## src/rtl/lqm_pkg.sv

```systemverilog
package lqm_pkg;
  localparam int NUM_EV = 10;
  localparam int SUM_W  = 8;
  typedef logic signed [SUM_W-1:0] wt_t;

  // index = event bit position
  localparam wt_t EV_WT [NUM_EV] = '{
    -8'sd4,  // 0 sync error, final safety byte
    -8'sd6,  // 1 sync error, safety bytes one..seven
    -8'sd4,  // 2 weak signal
    -8'sd1,  // 3 encoding, parameter / sensor-hub
    -8'sd2,  // 4 encoding, process data
    -8'sd2,  // 5 unknown special character
    -8'sd6,  // 6 safety channel 1 error
    -8'sd8,  // 7 safety channel 2 error
     8'sd1,  // 8 safety sync good
     8'sd1   // 9 safety CRC good
  };
endpackage

```

## src/rtl/lqm_weight_sum.sv

```systemverilog
module lqm_weight_sum
  import lqm_pkg::*;
(
  input  logic [NUM_EV-1:0] ev,
  output wt_t               delta
);
  always_comb begin
    delta = '0;
    for (int i = 0; i < NUM_EV; i++) begin
      if (ev[i]) delta = delta + EV_WT[i];
    end
  end
endmodule

```

## src/rtl/lqm_score.sv

```systemverilog
module lqm_score
  import lqm_pkg::*;
#(
  parameter int SCORE_W    = 4,
  parameter int SCORE_MAX  = 15,
  parameter int SCORE_INIT = 8
) (
  input  logic               clk,
  input  logic               rst_n,
  input  wt_t                delta,
  output logic [SCORE_W-1:0] score_q,
  output logic [SCORE_W-1:0] score_nxt,
  output logic               fire_nxt,
  output logic               prst_q
);
  localparam logic [SCORE_W-1:0] INIT_V = SCORE_W'(SCORE_INIT);
  localparam logic [SCORE_W-1:0] MAX_V  = SCORE_W'(SCORE_MAX);
  localparam wt_t                MAX_S  = wt_t'(SCORE_MAX);

  logic init_q;
  wt_t  sum;

  assign sum = wt_t'({{(SUM_W-SCORE_W){1'b0}}, score_q}) + delta;

  always_comb begin
    fire_nxt  = 1'b0;
    score_nxt = INIT_V;
    if (init_q) begin
      if (sum <= 0) begin
        fire_nxt  = 1'b1;
        score_nxt = INIT_V;
      end else if (sum > MAX_S) begin
        score_nxt = MAX_V;
      end else begin
        score_nxt = sum[SCORE_W-1:0];
      end
    end
  end

  always_ff @(posedge clk) begin
    if (!rst_n) begin
      score_q <= '0;
      init_q  <= 1'b0;
      prst_q  <= 1'b0;
    end else begin
      score_q <= score_nxt;
      init_q  <= 1'b1;
      prst_q  <= fire_nxt;
    end
  end
endmodule

```

## src/rtl/lqm_flags.sv

```systemverilog
module lqm_flags #(
  parameter int SCORE_W  = 4,
  parameter int WARN_LVL = 14
) (
  input  logic               clk,
  input  logic               rst_n,
  input  logic [SCORE_W-1:0] score_nxt,
  input  logic               fire_nxt,
  input  logic               link_up,
  input  logic               warn_clr,
  output logic               warn_q,
  output logic               link_q
);
  localparam logic [SCORE_W-1:0] WARN_V = SCORE_W'(WARN_LVL);

  logic warn_set;
  assign warn_set = score_nxt < WARN_V;

  always_ff @(posedge clk) begin
    if (!rst_n) begin
      warn_q <= 1'b0;
      link_q <= 1'b0;
    end else begin
      warn_q <= warn_set | (warn_q & ~warn_clr);
      link_q <= link_up & ~fire_nxt;
    end
  end
endmodule

```

## src/rtl/link_qual_mon.sv

```systemverilog
module link_qual_mon
  import lqm_pkg::*;
#(
  parameter int SCORE_W    = 4,
  parameter int SCORE_MAX  = 15,
  parameter int SCORE_INIT = 8,
  parameter int WARN_LVL   = 14,
  parameter int STAT_W     = 8
) (
  input  logic               clk,
  input  logic               rst_n,
  input  logic [NUM_EV-1:0]  ev_i,
  input  logic               link_up_i,
  input  logic               warn_clr_i,
  output logic [SCORE_W-1:0] score_o,
  output logic               warn_o,
  output logic               prst_o,
  output logic [STAT_W-1:0]  status_o
);
  localparam int RSV_W = STAT_W - 1 - SCORE_W;

  wt_t                delta;
  logic [SCORE_W-1:0] score_nxt;
  logic               fire_nxt;
  logic               link_q;

  lqm_weight_sum u_sum (.ev(ev_i), .delta(delta));

  lqm_score #(
    .SCORE_W(SCORE_W), .SCORE_MAX(SCORE_MAX), .SCORE_INIT(SCORE_INIT)
  ) u_score (
    .clk(clk), .rst_n(rst_n), .delta(delta),
    .score_q(score_o), .score_nxt(score_nxt),
    .fire_nxt(fire_nxt), .prst_q(prst_o)
  );

  lqm_flags #(.SCORE_W(SCORE_W), .WARN_LVL(WARN_LVL)) u_flags (
    .clk(clk), .rst_n(rst_n), .score_nxt(score_nxt), .fire_nxt(fire_nxt),
    .link_up(link_up_i), .warn_clr(warn_clr_i),
    .warn_q(warn_o), .link_q(link_q)
  );

  assign status_o = {link_q, {RSV_W{1'b0}}, score_o};
endmodule

```

## config.mk

```make
export PLATFORM = sky130hd
export DESIGN_NAME = link_qual_mon
export DESIGN_NICKNAME = d
export VERILOG_FILES = /design/src/rtl/lqm_pkg.sv /design/src/rtl/lqm_weight_sum.sv /design/src/rtl/lqm_score.sv /design/src/rtl/lqm_flags.sv /design/src/rtl/link_qual_mon.sv
export SDC_FILE = /design/constraint.sdc
export NUM_CORES = 1
export LEC_CHECK = 0
export ABC_CLOCK_PERIOD_IN_PS = 7800
export BUFFER_PORTS_ARGS = -buffer_cell sky130_fd_sc_hd__buf_4
export CAP_MARGIN = 20
export CELL_PAD_IN_SITES_DETAIL_PLACEMENT = 2
export CELL_PAD_IN_SITES_GLOBAL_PLACEMENT = 2
export CORE_ASPECT_RATIO = 0.6
export CORE_UTILIZATION = 34
export DETAILED_ROUTE_END_ITERATION = 8
export GPL_TIMING_DRIVEN = 0
export PLACE_DENSITY = 0.82
export RECOVER_POWER = 50
export SETUP_SLACK_MARGIN = 0.2
export SYNTH_ARGS = -nofsm -noshare
export SYNTH_HDL_FRONTEND = slang
export SYNTH_SLANG_ARGS = --single-unit
```

## constraint.sdc

```tcl
create_clock -name clk -period 7.8 [get_ports clk]
set_input_delay 1.17 -clock clk [delete_from_list [all_inputs] [get_ports clk]]
set_output_delay 1.17 -clock clk [all_outputs]
set_load 0.03 [all_outputs]
```

==> results_dict.tcl <==
set metrics [dict create \
    antenna_found_initial 0 \
    p_leak_uw 0.000909 \
    die_area_um2 6190 \
    netSwitchingPower_uw 215 \
    synthSimpleGateAreaFrac 0.268 \
    finalHoldViolCount 0 \
    io_pins 28 \
    worstSkewPairLatency_ps 230 \
    cap_violations 0 \
    final_cells 362 \
    place_congestion 0.802 \
    hold_path_class "flip-flop to flip-flop" \
    gr-total-overflow 0 \
    p_clk_frac 0.122 \
    synth-compound-area-share 0.307 \
    cts_buffer_depth 2 \
    drt_iter0_drc 63 \
    cts_tree "built" \
    synth_area_um2 2000 \
    antenna_cells 0 \
    placed_area_um2 2240 \
    p_int_uw 197 \
    setup_viol_count_final 0 \
    status "completed" \
    vias 2065 \
    post-place-cells 359 \
    nNetsFinal 312 \
    synth_edf_count 0 \
    clock_sinks 8 \
    max-vdd-ir-drop_mv 0.0588 \
    async_flop_share 0 \
    p_per_area_nw_per_um2 183 \
    drt_wl_total_um 6750 \
    initial_core_util 0.355 \
    sw_frac_of_total 0.521 \
    grt_max_degree 11 \
    synth_fa_ha_area_frac 0.0953 \
    synth_mux_area_frac 0.0326 \
    wl_per_cell_um 18.7 \
    setup_tns_ps 0 \
    worst_clock_skew_ps 0.549 \
    worstPathArrival_ps 7270 \
    htree_levels 1 \
    dp_hpwl_um 5630 \
    drv_slew 0 \
    die_w_um 101 \
    coreArea_um2 5620 \
    fin_crit_ps 7120 \
    period_share 0.913 \
    max_slew_margin 0.444 \
    syn_area_per_cell_um2 7.71 \
    hold_buffers 0 \
    dr.pass1.iters 4 \
    area_delta_synth_final_pct 13.1 \
    drive_gt1_frac 0.195 \
    synthFlopType "dfxtp_1" \
    critPathKind "primary input to flip-flop" \
    p_seq_frac 0.116 \
    path_clk_slew_ps 40 \
    viasPerCell 5.70 \
    worst_slew_pin_slew_ps 828 \
    post-route-cell-area_um2 2260 \
    std_cell_rows 21 \
    track_usage 0.228 \
    yosys_warnings 0 \
    detail-route-antenna-nets 0 \
    start_kind "primary input" \
    synthCells 259 \
    maxClockFrequency_mhz 140 \
    ys_ff_latch 8 \
    crit_fanout 8 \
    endpoint_kind "flip-flop" \
    netlist-cell-type-count 69 \
    fp.dieH_um 61.3 \
    grt_pass1_wl_um 10900 \
    ys_seq_area_frac 0.0803 \
    crit_required_ps 7950 \
    synthXorXnorAreaFrac 0.135 \
    route.detailed.drc 0 \
    port_buffers 18 \
    rsz0062_at_grt "false" \
    final_util 0.401 \
    pwr-share-comb 0.762 \
    synth_top_family_by_area "compound AO/OA/AOI/OAI gates" \
    first_global_vias 2103 \
    cts_buffers 3 \
    cts-root-buf "clkbuf_8" \
]
kinds of logic (layout without fill, tap and decap cells):
family	Yosys count	after routing
other	1	3
AO/OA/AOI/OAI	79	79
buffers and inverters	32	53
XOR/XNOR	26	26
AND/OR/NAND/NOR	93	93
adder cells (fa/ha/maj)	14	14
flip-flops	8	8
multiplexers	6	6
path summary, 6_finish.rpt:
check,slack [ps],cells after the start,to,from
setup / recovery,680,28,u_score.score_q[0],ev_i[0]
hold / removal,500,2,u_flags.warn_q,u_flags.warn_q
setup reg to reg,4510,14,u_flags.link_q,u_score.score_q[0]
hold reg to reg,500,2,u_flags.warn_q,u_flags.warn_q
power by group through the flow:
stage / logic [µW] / clock network (µW) / registers [µW]
after floorplan: 222 / 0 / 54.7
after global placement: 290 / 0 / 48.4
after detailed placement: 307 / 0 / 48.7
after CTS: 312 / 51.5 / 48.1
after global routing: 345 / 53.4 / 48.4
final: 314 / 50.2 / 47.9
sequential cells by signal, summed over array words and instances, names as in the netlist:
register and flops:
u_flags.link_q 1, u_flags.warn_q 1, u_score.init_q 1, u_score.prst_q 1, u_score.score_q 4
layout by cell type, fill, tap and decap left out, drive strengths merged, types with 4 or more instances in the layout:
master  count
nand2      24
buf        23
xnor2      16
inv        15
a21oi      15
clkbuf     15
nor2       13
ha         12
o21ai      12
dfxtp       8
nor2b       8
xor2        7
nand3       7
o31ai       6
and2        6
nor3        6
and3        5
nand4       5
o21a        4
mux2        4
a31oi       4
o311ai      4
stage by stage:
step,total power [µW],setup slack (ps),hold slack (ps)
3_3_place_gp,339,654,477
3_5_place_dp,356,451,503
4_1_cts,411,546,510
6_report,412,676,500
5_1_grt,447,246,536
2_1_floorplan,277,1420,453
cells in the mapped netlist (3+ instances only):
| library cell | number | area, µm² |
|---|---|---|
| nor2_1 | 13 | 48.8 |
| a31o_2 | 3 | 26.3 |
| o21ai_0 | 7 | 35.0 |
| xnor3_1 | 3 | 67.6 |
| nand2_1 | 24 | 90.1 |
| ha_1 | 12 | 150 |
| nor3_1 | 4 | 20.0 |
| buf_4 | 9 | 67.6 |
| a21o_1 | 3 | 22.5 |
| a2111oi_0 | 3 | 26.3 |
| dfxtp_1 | 8 | 160 |
| clkbuf_1 | 3 | 11.3 |
| inv_1 | 14 | 52.6 |
| nor2b_1 | 8 | 50.1 |
| nand4_1 | 5 | 31.3 |
| a21oi_1 | 14 | 70.1 |
| a31oi_1 | 4 | 25.0 |
| buf_2 | 4 | 20.0 |
| xor2_1 | 7 | 61.3 |
| o31ai_1 | 6 | 45.0 |
| and2_1 | 5 | 31.3 |
| nand3_1 | 7 | 35.0 |
| and3_1 | 5 | 31.3 |
| mux2_2 | 4 | 45.0 |
| nand2b_1 | 3 | 18.8 |
| o21ai_1 | 5 | 25.0 |
| xnor2_1 | 16 | 140 |
| o21a_1 | 4 | 30.0 |
| or2_2 | 3 | 18.8 |
metal layers:
metal / routed length, µm / vias to the layer above / GRT usage
met5: 0 / - / 0
met4: 13 / 0 / 0.00828
met3: 166 / 2 / 0.0238
met2: 2790 / 27 / 0.357
met1: 3780 / 1023 / 0.352
li1: - / 1013 / -
cell type report:
cell class                 count  area [µm²]
tap                           80         100
clock buffer                   3        41.3
buffer                        17         103
sequential                     8         160
multi-input combinational    221        1700
inverter                      15        56.3
fill                         680        3370
timing repair buffer          18         101
timing repair:
item / in CTS / in global routing
setup buffers: 0 / 0
hold endpoints to repair: 0 / 0
gates resized for setup: 0 / 4
endpoints found under the setup margin: 0 / 6
worst max-delay path, stage by stage:
cell       delay (ps)
buf_2             180
inv_1             110
fa_1              590
mux2i_1           100
ha_1              310
nand2_1            90
o211a_2           260
inv_2              70
ha_1              390
a21oi_1           100
ha_1              240
nor2b_2           220
xnor2_1           160
xnor3_2           350
o21bai_1          240
nand2_1           130
xor2_1            170
ha_1              270
o21ai_0           150
nor2b_1           260
nor2_1             80
o21ai_0           110
a2111oi_0         150
a211oi_1          290
mux2i_2           160
and3_1            240
or4_4             520
a21oi_1           160
(Power assumes the default switching activity.)
